[src/rtl/pmw_pkg.sv]
package pmw_pkg;
  localparam logic [11:0] OFF_CAP    = 12'hE00;
  localparam logic [11:0] OFF_CTRL   = 12'hE04;
  localparam logic [11:0] OFF_STS    = 12'hE08;
  localparam logic [11:0] OFF_MSC_LO = 12'hE14;
  localparam logic [11:0] OFF_MSC_HI = 12'hE18;
  localparam logic [31:0] CAP_VALUE  = 32'h0000_0007;
  localparam int          MSC_EN_BIT = 1;

  // Clear the low address bits below the alignment shift.
  function automatic logic [63:0] base_of(input logic [63:0] msc, input int unsigned shift);
    return msc & ~((64'd1 << shift) - 64'd1);
  endfunction

  // One past the last byte, kept in 65 bits so a wrap is visible.
  function automatic logic [64:0] limit_of(input logic [63:0] base, input int unsigned size_log2);
    return {1'b0, base} + (65'd1 << size_log2);
  endfunction

  function automatic logic wraps(input logic [63:0] base, input int unsigned size_log2);
    logic [64:0] lim;
    lim = limit_of(base, size_log2);
    return lim[64];
  endfunction

  function automatic logic in_window(input logic en, input logic [63:0] base,
                                     input int unsigned size_log2, input logic [64:0] a);
    return en && (a >= {1'b0, base}) && (a < limit_of(base, size_log2));
  endfunction
endpackage

[src/rtl/pmw_regs.sv]
module pmw_regs
  import pmw_pkg::*;
#(
  parameter int unsigned SIZE_LOG2  = 20,
  parameter int unsigned BASE_SHIFT = 12
) (
  input  logic        clk,
  input  logic        rst_n,
  input  logic        cap_present,
  input  logic        wr_en,
  input  logic [11:0] addr,
  input  logic [31:0] wr_data,
  output logic [31:0] rd_data,
  output logic        win_en,
  output logic [63:0] win_base,
  output logic [63:0] msc_val,
  output logic        sts_nrdy,
  output logic        sts_binv,
  output logic        ev_hi_wr,
  output logic        ev_wrap
);
  logic [31:0] ctrl_q;
  logic [63:0] msc_q;
  logic [63:0] base_q;
  logic        en_q, nrdy_q, binv_q;

  logic        wr_ctrl, wr_lo, wr_hi, arm_req, arm_ok;
  logic [63:0] msc_cand, base_cand;

  assign wr_ctrl   = wr_en && (addr == OFF_CTRL);
  assign wr_lo     = wr_en && (addr == OFF_MSC_LO) && cap_present;
  assign wr_hi     = wr_en && (addr == OFF_MSC_HI) && cap_present;
  assign msc_cand  = {msc_q[63:32], wr_data};
  assign base_cand = base_of(msc_cand, BASE_SHIFT);
  assign arm_req   = wr_lo && wr_data[MSC_EN_BIT];
  assign ev_wrap   = arm_req && wraps(base_cand, SIZE_LOG2);
  assign arm_ok    = arm_req && !wraps(base_cand, SIZE_LOG2);
  assign ev_hi_wr  = wr_hi;

  always_ff @(posedge clk or negedge rst_n) begin
    if (!rst_n) begin
      ctrl_q <= '0;
      msc_q  <= '0;
      base_q <= '0;
      en_q   <= 1'b0;
      nrdy_q <= 1'b1;
      binv_q <= 1'b0;
    end else begin
      if (wr_ctrl) begin
        ctrl_q <= wr_data;
        if (wr_data[0]) begin
          nrdy_q <= 1'b0;
          binv_q <= 1'b0;
        end else begin
          nrdy_q <= 1'b1;
          en_q   <= 1'b0;
        end
      end
      if (wr_lo) begin
        msc_q[31:0] <= wr_data;
        en_q        <= arm_ok;
        if (arm_ok)  base_q <= base_cand;
        if (ev_wrap) binv_q <= 1'b1;
      end
      if (wr_hi) msc_q[63:32] <= wr_data;
    end
  end

  always_comb begin
    case (addr)
      OFF_CAP:    rd_data = CAP_VALUE;
      OFF_CTRL:   rd_data = ctrl_q;
      OFF_STS:    rd_data = {30'd0, binv_q, nrdy_q};
      OFF_MSC_LO: rd_data = msc_q[31:0];
      OFF_MSC_HI: rd_data = msc_q[63:32];
      default:    rd_data = 32'd0;
    endcase
  end

  assign win_en   = en_q;
  assign win_base = base_q;
  assign msc_val  = msc_q;
  assign sts_nrdy = nrdy_q;
  assign sts_binv = binv_q;
endmodule

[src/rtl/pmw_hit.sv]
module pmw_hit
  import pmw_pkg::*;
#(
  parameter int unsigned SIZE_LOG2 = 20
) (
  input  logic        en,
  input  logic [63:0] base,
  input  logic [64:0] probe,
  output logic        hit
);
  assign hit = in_window(en, base, SIZE_LOG2, probe);
endmodule

[src/rtl/pmw_ctrl.sv]
module pmw_ctrl
  import pmw_pkg::*;
#(
  parameter int unsigned SIZE_LOG2  = 20,
  parameter int unsigned BASE_SHIFT = 12,
  parameter int unsigned LEN_W      = 32
) (
  input  logic             clk,
  input  logic             rst_n,
  input  logic             cap_present,
  input  logic             reg_wr,
  input  logic [11:0]      reg_addr,
  input  logic [31:0]      reg_wdata,
  output logic [31:0]      reg_rdata,
  input  logic [63:0]      chk_addr,
  input  logic [LEN_W-1:0] chk_len,
  output logic             chk_hit,
  output logic             chk_ok,
  output logic             chk_err
);
  localparam int unsigned NPROBE = 2;

  logic        win_en, sts_nrdy, sts_binv, ev_hi_wr, ev_wrap;
  logic [63:0] win_base, msc_val;
  logic [64:0] probe [NPROBE];
  logic [NPROBE-1:0] probe_hit;

  pmw_regs #(.SIZE_LOG2(SIZE_LOG2), .BASE_SHIFT(BASE_SHIFT)) u_regs (
    .clk(clk), .rst_n(rst_n), .cap_present(cap_present),
    .wr_en(reg_wr), .addr(reg_addr), .wr_data(reg_wdata), .rd_data(reg_rdata),
    .win_en(win_en), .win_base(win_base), .msc_val(msc_val),
    .sts_nrdy(sts_nrdy), .sts_binv(sts_binv),
    .ev_hi_wr(ev_hi_wr), .ev_wrap(ev_wrap)
  );

  // probe 0: first byte, probe 1: last byte (65 bits so the end cannot alias)
  assign probe[0] = {1'b0, chk_addr};
  assign probe[1] = {1'b0, chk_addr} + {{(65-LEN_W){1'b0}}, chk_len} - 65'd1;

  for (genvar g = 0; g < NPROBE; g++) begin : g_probe
    pmw_hit #(.SIZE_LOG2(SIZE_LOG2)) u_hit (
      .en(win_en), .base(win_base), .probe(probe[g]), .hit(probe_hit[g])
    );
  end

  assign chk_hit = probe_hit[0];
  assign chk_ok  = (chk_len == '0) || (&probe_hit);
  assign chk_err = !chk_ok;
endmodule

[config.mk]
export PLATFORM = sky130hd
export DESIGN_NAME = pmw_ctrl
export DESIGN_NICKNAME = d
export VERILOG_FILES = /design/src/rtl/pmw_pkg.sv /design/src/rtl/pmw_regs.sv /design/src/rtl/pmw_hit.sv /design/src/rtl/pmw_ctrl.sv
export SDC_FILE = /design/constraint.sdc
export NUM_CORES = 1
export LEC_CHECK = 0
export ABC_AREA = 1
export BUFFER_PORTS_ARGS = -buffer_cell sky130_fd_sc_hd__buf_2
export CAP_MARGIN = 25
export CORE_MARGIN = 10
export CORE_UTILIZATION = 58
export CTS_CLUSTER_SIZE = 24
export DETAILED_ROUTE_END_ITERATION = 10
export PLACE_DENSITY_LB_ADDON = 0.2
export SETUP_SLACK_MARGIN = 0.4
export SYNTH_ARGS = -nofsm -noshare
export SYNTH_HDL_FRONTEND = slang
export SYNTH_SLANG_ARGS = --single-unit
[constraint.sdc]
create_clock -name clk -period 5.1 [get_ports clk]
set_input_delay 0.255 -clock clk [delete_from_list [all_inputs] [get_ports clk]]
set_output_delay 0.255 -clock clk [all_outputs]
set_load 0.02 [all_outputs]
Word level (Yosys, flattened, before mapping)

Cells that the tools add are included.

Mux-type cells: 9
$add $sub $neg: 4
Reduce and logical (&&, ||, !) cells: 20
Order comparisons: 4
Equality and inequality tests: 6

Operators with widths:

| operator               | count |
|---|---|
| $pmux 32 s5            | 1 |
| $add 64x21->65 const B | 2 |
| $add 64x32->65         | 1 |
| $ge 65x64->1           | 1 |
| $lt 64x65->1           | 1 |
| $lt 65x65->1           | 1 |
| $sub 65x1->65 const B  | 1 |
| $ge 64x64->1           | 1 |
| $eq 12x12->1 const B   | 5 |
| $logic_not 32->1       | 1 |
| $logic_and 1x1->1      | 12 |
| $mux 1                 | 8 |
| $reduce_and 2->1       | 3 |
| $logic_not 1->1        | 2 |
| $ne 2x1->1 const B     | 1 |
| $reduce_bool 2->1      | 1 |
| $logic_or 1x1->1       | 1 |

Word-level logic and storage cells: 50
Flip-flop bits (word level): 151
Output and inout port bits: 35
Input port bits: 144

Logic depth before layout (Yosys ltp)

Gate-level depths: netlist (run 1).

Depth in word-level cells: 8
Depth in mapped cells: 37
Mapped depth without buffers: 37

Cells and area by module

From an unflattened synthesis (run 1), not the netlist that was laid out.

Cell total of the unflattened synthesis: 3,754
Area total of the unflattened synthesis: 22,298.9 sq um

Modules (own cells, without submodules):

| module                     | times used | sequential area each (sq um) | area each (sq um) | cells an instance |
|---|---|---|---|---|
| pmw_ctrl                   | 1          | 0.0                          | 7,114.3           | 1,496 |
| pmw_regs                   | 1          | 3,779.9                      | 6,811.5           | 832 |
| pmw_hit (g_probe[0].u_hit) | 1          | 0.0                          | 4,265.3           | 732 |
| pmw_hit (g_probe[1].u_hit) | 1          | 0.0                          | 4,107.7           | 694 |

Least setup slack after synthesis (run 1)

No wires, ideal clock.

Path type: input port to output port
Start point: input chk_addr[1]
End point: output chk_err
Setup slack: 1,049 ps
Stages: 36
Path buffers: 0
Arrival: 3,796 ps
Data required time: 4,845 ps
Cells stage by stage: inv_1 -> ha_1 -> inv_1 -> ha_1 -> inv_1 -> fa_1 -> inv_1 -> nand3_1 -> nand2_1 -> nand2_1 -> nand2_1 -> nand2_1 -> nand2_1 -> a21oi_2 -> inv_1 -> a21oi_2 -> o21bai_1 -> nand2_1 -> nand2_1 -> xor2_1 -> ha_1 -> inv_1 -> nor2_1 -> nand3_1 -> nor2_1 -> nand2_1 -> nor2_1 -> nand3_1 -> nor2_1 -> nand3_1 -> nand2_1 -> nor2_1 -> nand2_1 -> inv_1 -> nand3_1 -> a21oi_1

Longest elaborated chain between the ends: 8
Elaborated cells between the ends (all ways): 13
Those cells by class: add/sub (2); order compare (4); reduce/logical (7)

Ends and longest elaborated chain:

| item                           | RTL line       | text |
|---|---|---|
| start, declared                | pmw_ctrl.sv:15 | `input logic [63:0] chk_addr,` |
| $add 64x32->65                 | pmw_ctrl.sv:38 | `assign probe[1] = {1'b0, chk_addr} + {{(65-LEN_W){1'b0}}, chk_len} - 65'd1;` |
| $sub 65x1->65                  | pmw_ctrl.sv:38 |  |
| $ge 65x64->1                   | pmw_pkg.sv:28  | `return en && (a >= {1'b0, base}) && (a < limit_of(base, size_log2));` |
| $logic_and 1x1->1 (2 in a row) | pmw_pkg.sv:28  |  |
| $reduce_and 2->1 (*)           | pmw_ctrl.sv:47 | `assign chk_ok = (chk_len == '0) \|\| (&probe_hit);` |
| $logic_or 1x1->1 (*)           | pmw_ctrl.sv:47 |  |
| $logic_not 1->1 (*)            | pmw_ctrl.sv:48 | `assign chk_err = !chk_ok;` |
| end, declared                  | pmw_ctrl.sv:19 | `output logic chk_err` |

Mark *: on every way between the ends. The rest lies on a longest branch, timed or not.

Worst setup path after layout (run 1)

Start point: input chk_addr[20]
End point: output chk_ok

Longest elaborated chain between the ends: 7
Elaborated cells between the ends (all ways): 12
Those cells by class: add/sub (2); order compare (4); reduce/logical (6)

Ends and longest elaborated chain:

| item                           | RTL line       | text |
|---|---|---|
| $add 64x32->65                 | pmw_ctrl.sv:38 |  |
| $sub 65x1->65                  | pmw_ctrl.sv:38 |  |
| $ge 65x64->1                   | pmw_pkg.sv:28  |  |
| $logic_and 1x1->1 (2 in a row) | pmw_pkg.sv:28  |  |
| $reduce_and 2->1 (*)           | pmw_ctrl.sv:47 |  |
| $logic_or 1x1->1 (*)           | pmw_ctrl.sv:47 |  |
| end, declared                  | pmw_ctrl.sv:18 | `output logic chk_ok,` |

Marked as above.

==> results of run 1 <==
[sequential cells by signal (all words and copies together) (netlist names)]
register         cells
u_regs.sts_nrdy      1
u_regs.ctrl_q       32
u_regs.win_base     52
u_regs.win_en        1
u_regs.sts_binv      1
u_regs.msc_val      64
[power by group through the flow]
stage,Combinational [mW],Sequential (mW),Clock [mW]
global route,2.31,1.20,1.52
finish,2.11,1.20,1.47
floorplan,1.16,1.22,0
CTS,1.79,1.20,1.47
global placement,1.73,1.22,0
detailed placement,1.77,1.22,0
[how the worst min path moves through the flow]
| stage | start | to | slack, ns |
|---|---|---|---|
| 3_5_place_dp | rst_n | u_regs.msc_val[2] | 0.41 |
| 3_3_place_gp | rst_n | u_regs.msc_val[2] | 0.40 |
| 2_1_floorplan | rst_n | u_regs.ctrl_q[0] | -0.04 |
| 5_1_grt | reg_wdata[0] | u_regs.sts_nrdy | 0.05 |
| 4_1_cts | reg_wdata[0] | u_regs.sts_nrdy | 0.03 |
| 6_report | reg_wdata[0] | u_regs.sts_nrdy | 0.04 |
[layout make-up]
type,instances,area (sq um)
clock buffer,29,681
clock inverter,2,35.0
fill,2495,8650
inverter,483,1810
multi-input combinational,1934,12700
sequential,151,3780
tap,390,488
timing repair buffer,250,1500
[cell families after synthesis]
kind of cell / synth area share
adder cells (fa/ha/maj): 0.208
XOR/XNOR: 0.0447
multiplexers: 0.000645
flip-flops: 0.217
AND/OR/NAND/NOR: 0.254
AO/OA/AOI/OAI: 0.163
buffers and inverters: 0.113
[per-stage QoR]
stage | worst slack (ns) | total power [mW]
finish | 0.442 | 4.78
global route | 0.261 | 5.04
CTS | 0.401 | 4.46
detailed placement | 0.235 | 2.99
global placement | 0.269 | 2.95
floorplan | 1.05 | 2.38
[per-layer routing]
layer	vias to the layer above	global-route usage	share of wire
met1	8945	0.418	0.42
met3	156	0.0344	0.081
met4	0	0.136	0.046
li1	9031	-	-
met5	-	0	0
met2	974	0.507	0.46
[layout by cell type (no fill, tap or decap), types with 21 or more instances in the layout]
cell type / count
sky130_fd_sc_hd__a21oi_1: 144
sky130_fd_sc_hd__a21oi_2: 24
sky130_fd_sc_hd__buf_2: 170
sky130_fd_sc_hd__buf_4: 70
sky130_fd_sc_hd__clkbuf_16: 25
sky130_fd_sc_hd__dfrtp_1: 149
sky130_fd_sc_hd__ha_1: 255
sky130_fd_sc_hd__ha_4: 21
sky130_fd_sc_hd__inv_1: 463
sky130_fd_sc_hd__nand2_1: 598
sky130_fd_sc_hd__nand2_2: 32
sky130_fd_sc_hd__nand3_1: 55
sky130_fd_sc_hd__nand4_1: 52
sky130_fd_sc_hd__nor2_1: 159
sky130_fd_sc_hd__nor2_2: 26
sky130_fd_sc_hd__nor3_1: 41
sky130_fd_sc_hd__nor4_1: 30
sky130_fd_sc_hd__o211ai_1: 33
sky130_fd_sc_hd__o21ai_0: 197
sky130_fd_sc_hd__xor2_1: 62
[what timing repair did]
action,in CTS,in global routing
resized for setup,20,218
pin swaps,3,76
endpoints found under the setup margin,2,3
endpoints found under the hold margin,95,0
hold buffers,1,0
cloned,0,0
setup buffers,0,43
==> impl_results.rst, run 1 <==
.. list-table::
   :header-rows: 1

   * - Metric
     - Value
   * - Outcome
     - finished, final reports clean
   * - Hold depth
     - 2
   * - Actual transition at the worst max-transition pin
     - 1.04 ns
   * - Static Leakage
     - 10.3 nW
   * - Die height
     - 193 um
   * - Core Util, Final
     - 0.708
   * - NetSw
     - 1.79 mW
   * - Effective utilization at floorplan
     - 0.589
   * - Cell Count Post-Placement
     - 3163
   * - Global-route wire length before repair
     - 96000 um
   * - Diodes inserted
     - 0
   * - Via count of the first global-routing pass
     - 18000
   * - Antenna violations before repair
     - 0
   * - Synthesized Nets
     - 3041
   * - Final Slew Violations
     - 0
   * - Total die area
     - 37400 sq um
   * - Area of the mapped netlist
     - 17400 sq um
   * - Routed len/inst
     - 19.7 um
   * - Maximum count of clock buffers along a single path
     - 3
   * - Arr. time, crit path
     - 4.40 ns
   * - Total routing resource utilization after global routing
     - 0.314
   * - Crit-path most repeated cell
     - sky130_fd_sc_hd__nor2_1
   * - Maximum number of pins on one net before global-route repair
     - 98
   * - Final setup violating endpoints
     - 0
   * - Top cells by area, synth
     - sky130_fd_sc_hd__dfrtp_1, sky130_fd_sc_hd__ha_1, sky130_fd_sc_hd__nand2_1, sky130_fd_sc_hd__inv_1, sky130_fd_sc_hd__o21ai_0
   * - Total half-perimeter wirelength after legalization and detailed placement
     - 51300 um
   * - R2r startpoint
     - u_regs.msc_val[34]
   * - Setup slack of the most critical reg-to-reg path
     - 2.39 ns
   * - Relative contribution of the clock network to total power
     - 0.306
   * - Number of CTS-inserted buffers
     - 25
   * - Flip-flop and latch count after synthesis
     - 151
   * - Vias per cell
     - 5.90
   * - Clock input transition at the sequential cells of the worst setup and hold paths
     - 0.05 ns
   * - Internal power
     - 2.99 mW
   * - Mean post-synth cell area
     - 6.69 sq um
   * - Post-route clock period utilization
     - 0.913
   * - Violation count after the first detailed-route iteration
     - 1714
   * - Master of the slowest instance on the critical path
     - sky130_fd_sc_hd__ha_2
   * - Count of pins on the block boundary
     - 179
   * - TritonCTS sink count
     - 151
   * - Nature of the critical path endpoint
     - primary output
   * - Aggregate global routing overflow
     - 0
   * - Launch point of the worst path
     - chk_addr[20]
   * - Sum of buffers and inverters on the critical path
     - 6
   * - Worst r2r path cells
     - 7
   * - Final antenna-violating net count
     - 0
   * - Startpoint Class
     - input pin
   * - Post-synth EDFFs
     - 0
   * - Worst setup path endpoint
     - chk_ok
   * - Cell accounting for the most synthesized area
     - sky130_fd_sc_hd__dfrtp_1
   * - Yosys synthesis warning count
     - 0
   * - Top cells by count, synth
     - sky130_fd_sc_hd__nand2_1, sky130_fd_sc_hd__inv_1, sky130_fd_sc_hd__ha_1
   * - First-pass iteration count of the detailed router
     - 8
   * - Routability congestion estimate
     - 1.03
   * - Site row count
     - 63
   * - Number of violations of the max-capacitance limit
     - 0
   * - Share of async-settable or async-resettable flops after synthesis
     - 1.00
   * - CP max FO
     - 4
   * - Total number of nets in the final design
     - 3279
   * - Area share of the leading cell type in the synthesized netlist
     - 0.215
   * - Type of the worst min-delay path
     - input pin to flop
   * - RSZ-0062 raised after global routing
     - true
   * - Final design area excluding fillers
     - 21000 sq um
   * - Post-synthesis cell count
     - 2607
   * - R2r endpoint
     - u_regs.win_base[49]
   * - Predominant post-synthesis flop cell
     - sky130_fd_sc_hd__dfrtp_1
   * - Relative contribution of sequential cells to total power
     - 0.252
   * - Die Width
     - 193 um
   * - Total number of vias
     - 19100
   * - CTS tree
     - done
   * - Worst-Skew Late Latency
     - 0.47 ns
   * - Type of the setup path with the least slack
     - input pin to primary output
   * - Number of levels the H-tree was split into
     - 4
   * - Standard cell core area
     - 29600 sq um
   * - Share of total power in combinational logic
     - 0.442
   * - Max-slew headroom at the worst pin
     - 0.307
   * - Cell with the most instances after synthesis
     - sky130_fd_sc_hd__nand2_1
   * - Max Clk Rate
     - 0.215 GHz
   * - Switching fraction of total power
     - 0.375
   * - Cell depth of the worst setup path
     - 33
   * - Max IR drop VDD
     - 0.000461 V
   * - Count of unique library cells instantiated by Yosys
     - 50
   * - Remaining routing DRC violations
     - 0
   * - Placed cell area
     - 18900 sq um
   * - Final Routed Wirelength
     - 63800 um
   * - Min Tclk post-route
     - 4.66 ns
   * - Power density over cell area
     - 228 nW/um^2
   * - Worst Skew
     - 0.0132 ns
   * - Post-synthesis to final-layout area growth
     - 20.3%
   * - Hold violation total from the final report
     - 0
   * - Clock root buffer
     - sky130_fd_sc_hd__clkbuf_16
   * - Share of post-route cells with drive strength above 1
     - 0.174
   * - Kind of cell adding the most delay to the critical path
     - simple AND/OR/NAND/NOR gates
   * - Peak per-stage delay on the critical path
     - 0.30 ns
   * - Sequential element share of the synthesized area
     - 0.217
   * - TNS Setup
     - 0 ns
   * - Fin Hold WS
     - 0.0381 ns
   * - Required time at the endpoint of the critical path
     - 4.85 ns
   * - Final instance count without filler cells
     - 3239
   * - Count of input and output buffers
     - 178
(Power assumes the default switching activity.)
==> inputs of run 2 (changes only) <==
--- a/config.mk
+++ b/config.mk
@@ -9,7 +9,7 @@
 export BUFFER_PORTS_ARGS = -buffer_cell sky130_fd_sc_hd__buf_2
 export CAP_MARGIN = 25
 export CORE_MARGIN = 10
-export CORE_UTILIZATION = 58
+export CORE_UTILIZATION = 30
 export CTS_CLUSTER_SIZE = 24
 export DETAILED_ROUTE_END_ITERATION = 10
 export PLACE_DENSITY_LB_ADDON = 0.2
==> constraint.sdc (replaced) <==
create_clock -name clk -period 4.5 [get_ports clk]
set_input_delay 0.225 -clock clk [delete_from_list [all_inputs] [get_ports clk]]
set_output_delay 0.225 -clock clk [all_outputs]
set_load 0.02 [all_outputs]
==> impl_results.rst, run 2 (synthesis gave the netlist of run 1 again) <==
.. list-table::
   :header-rows: 1

   * - Metric
     - Value
   * - Violation count after the first detailed-route iteration
     - 1240 (-28%)
   * - Master of the slowest instance on the critical path
     - sky130_fd_sc_hd__fa_2
   * - Worst-Skew Late Latency
     - 0.42 ns (-0.05 ns)
   * - Final setup violating endpoints
     - 0 (unchanged)
   * - Global-route wire length before repair
     - 109000 um (+14%)
   * - Total routing resource utilization after global routing
     - 0.206 (-0.109)
   * - Post-route clock period utilization
     - 0.980
   * - Number of violations of the max-capacitance limit
     - 0 (unchanged)
   * - Arr. time, crit path
     - 4.18 ns (-0.22 ns)
   * - Startpoint Class
     - input pin
   * - Standard cell core area
     - 57700 sq um (+95%)
   * - Commonest non-fill, non-tap cell in the layout
     - sky130_fd_sc_hd__nand2_1
   * - Setup slack of the most critical reg-to-reg path
     - 2.02 ns (-0.37 ns)
   * - Maximum number of pins on one net before global-route repair
     - 68 (-31%)
   * - Area of the multi-input gates
     - 14000 sq um (+10%)
   * - Cell Count Post-Placement
     - 3763 (+19%)
   * - Total number of nets in the final design
     - 3564 (+8.7%)
   * - Fin Hold WS
     - 0.0950 ns (+0.0569 ns)
   * - Total half-perimeter wirelength after legalization and detailed placement
     - 60100 um (+17%)
   * - Hold violation total from the final report
     - 0 (unchanged)
   * - Routability congestion estimate
     - 0.898 (-12%)
   * - Total number of vias
     - 19200 (+0.72%)
   * - Maximum count of clock buffers along a single path
     - 2 (-1)
   * - Clock input transition at the sequential cells of the worst setup and hold paths
     - 0.06 ns (about the same)
   * - Aggregate global routing overflow
     - 0 (unchanged)
   * - Effective utilization at floorplan
     - 0.302 (-0.286)
   * - Diodes inserted
     - 0 (unchanged)
   * - Remaining routing DRC violations
     - 0 (unchanged)
   * - Crit-path most repeated cell
     - sky130_fd_sc_hd__buf_4
   * - Max Clk Rate
     - 0.227 GHz
   * - Worst Skew
     - 0.00934 ns (-0.00383 ns)
   * - Total die area
     - 68200 sq um (+82%)
   * - Static Leakage
     - 11.9 nW (+16%)
   * - Power density over cell area
     - 247 nW/um^2 (+8.4%)
   * - Final antenna-violating net count
     - 0 (unchanged)
   * - Antenna violations before repair
     - 0 (unchanged)
   * - Launch point of the worst path
     - chk_addr[1]
   * - Filler Cells Inserted
     - 5979 (+140%)
   * - Count of pins on the block boundary
     - 179 (unchanged)
   * - Peak per-stage delay on the critical path
     - 0.36 ns (+0.06 ns)
   * - Via count of the first global-routing pass
     - 19000 (+5.5%)
   * - Outcome
     - finished, final reports clean
   * - Max IR drop VDD
     - 0.000220 V (-52%)
   * - Routed len/inst
     - 18.7 um (-5.1%)
   * - Actual transition at the worst max-transition pin
     - 0.940 ns (-0.0977 ns)
   * - R2r endpoint
     - u_regs.win_base[12]
   * - Final instance count without filler cells
     - 3907 (+21%)
   * - CP max FO
     - 2 (-2)
   * - Die Width
     - 261 um (+35%)
   * - Die height
     - 261 um (+35%)
   * - TNS Setup
     - 0 ns (unchanged)
   * - Final Slew Violations
     - 0 (unchanged)
   * - Sequential Area
     - 3780 sq um (unchanged)
   * - Site row count
     - 88 (+40%)
   * - Worst setup path endpoint
     - chk_ok
   * - Clock root buffer
     - sky130_fd_sc_hd__clkbuf_16
   * - Count of input and output buffers
     - 178 (unchanged)
   * - Flip-flop count of the largest register after layout
     - 64 (unchanged)
   * - Type of the worst min-delay path
     - input pin to flop
   * - R2r startpoint
     - u_regs.msc_val[34]
   * - Highest-count cells in the layout ignoring fill and taps
     - sky130_fd_sc_hd__nand2_1, sky130_fd_sc_hd__inv_1, sky130_fd_sc_hd__buf_4, sky130_fd_sc_hd__ha_1, sky130_fd_sc_hd__o21ai_0
   * - RSZ-0062 raised after global routing
     - true
   * - First-pass iteration count of the detailed router
     - 5 (-3)
   * - Number of levels the H-tree was split into
     - 4 (unchanged)
   * - Post-synthesis to final-layout area growth
     - 44.2%
   * - Final Routed Wirelength
     - 73000 um (+14%)
   * - Core Util, Final
     - 0.436 (-0.272)
   * - Share of post-route cells with drive strength above 1
     - 0.323 (+0.148)
   * - Number of CTS-inserted buffers
     - 17 (-32%)
   * - Worst r2r path cells
     - 6 (-1)
   * - Nature of the critical path endpoint
     - primary output
   * - Type of the setup path with the least slack
     - input pin to primary output
   * - TritonCTS sink count
     - 151 (unchanged)
   * - Min Tclk post-route
     - 4.41 ns
   * - Required time at the endpoint of the critical path
     - 4.28 ns (-0.57 ns)
   * - Vias per cell
     - 4.93 (-16%)
   * - CTS tree
     - done
   * - Max-slew headroom at the worst pin
     - 0.373 (+0.0655)
[run 2: changes by cell type in the layout (fill, tap and decap cells not counted), sizes merged]
cell / delta
buf: +292
bufinv: +3
clkbuf: -9
clkinv: +4
clkinvlp: +2
dlygate4sd3: +1
[run 2: through the flow]
| stage | total power, mW | cell area (sq um) | worst slack, ns |
|---|---|---|---|
| final | 6.22 | 25200 | 0.0900 |
| after global routing | 6.62 | 25200 | -0.144 |
| after CTS | 5.74 | 23100 | 0.0542 |
| after detailed placement | 3.88 | 21100 | -0.755 |
| after global placement | 3.86 | 21100 | -0.727 |
| after floorplan | 2.70 | 17400 | 0.509 |
[run 2: cell type report]
cell class,instances,area share
inverters,483,0.0734
flip-flops and latches,151,0.150
multi-input cells,1934,0.555
well taps,765,0.0380
clock buffers,20,0.0181
clock inverters,11,0.00686
repair buffers,543,0.159
[run 2: worst min-delay path by stage]
stage	startpoint	end	slack, ns	cells after the start
6_report	reg_wdata[6]	u_regs.msc_val[38]	0.09	3
3_5_place_dp	rst_n	u_regs.ctrl_q[10]	0.23	1
5_1_grt	reg_wdata[11]	u_regs.ctrl_q[11]	0.10	3
4_1_cts	reg_wdata[8]	u_regs.msc_val[40]	0.08	3
3_3_place_gp	rst_n	u_regs.ctrl_q[5]	0.23	1
2_1_floorplan	rst_n	u_regs.ctrl_q[0]	-0.07	0
[run 2: metal layers]
layer | GRT usage | routed length, um
met4 | 0.0389 | 1460
met2 | 0.348 | 34100
met5 | 0 | 0
met1 | 0.283 | 34800
met3 | 0.0165 | 2640
[run 2: critical path, delay by kind of cell]
family                     cells  cell delay [ns]
and+or+nand+nor               13             1.04
buffers and inverters         21             2.24
adders and majority gates      3             0.68
[run 2: what timing repair did]
action,4_1_cts,5_1_grt
endpoints found under the setup margin,3,3
hold endpoints to repair,57,0
hold buffers,2,0
pin swaps,61,204
buffers inserted,51,59
resized for setup,231,388
[run 2: power breakdown]
part           switching (mW)  internal (mW)  total [mW]  leakage, nW
clock                   0.559          0.957        1.52        0.306
sequential            0.00193           1.36        1.36         2.09
combinational            1.77           1.57        3.34         9.53
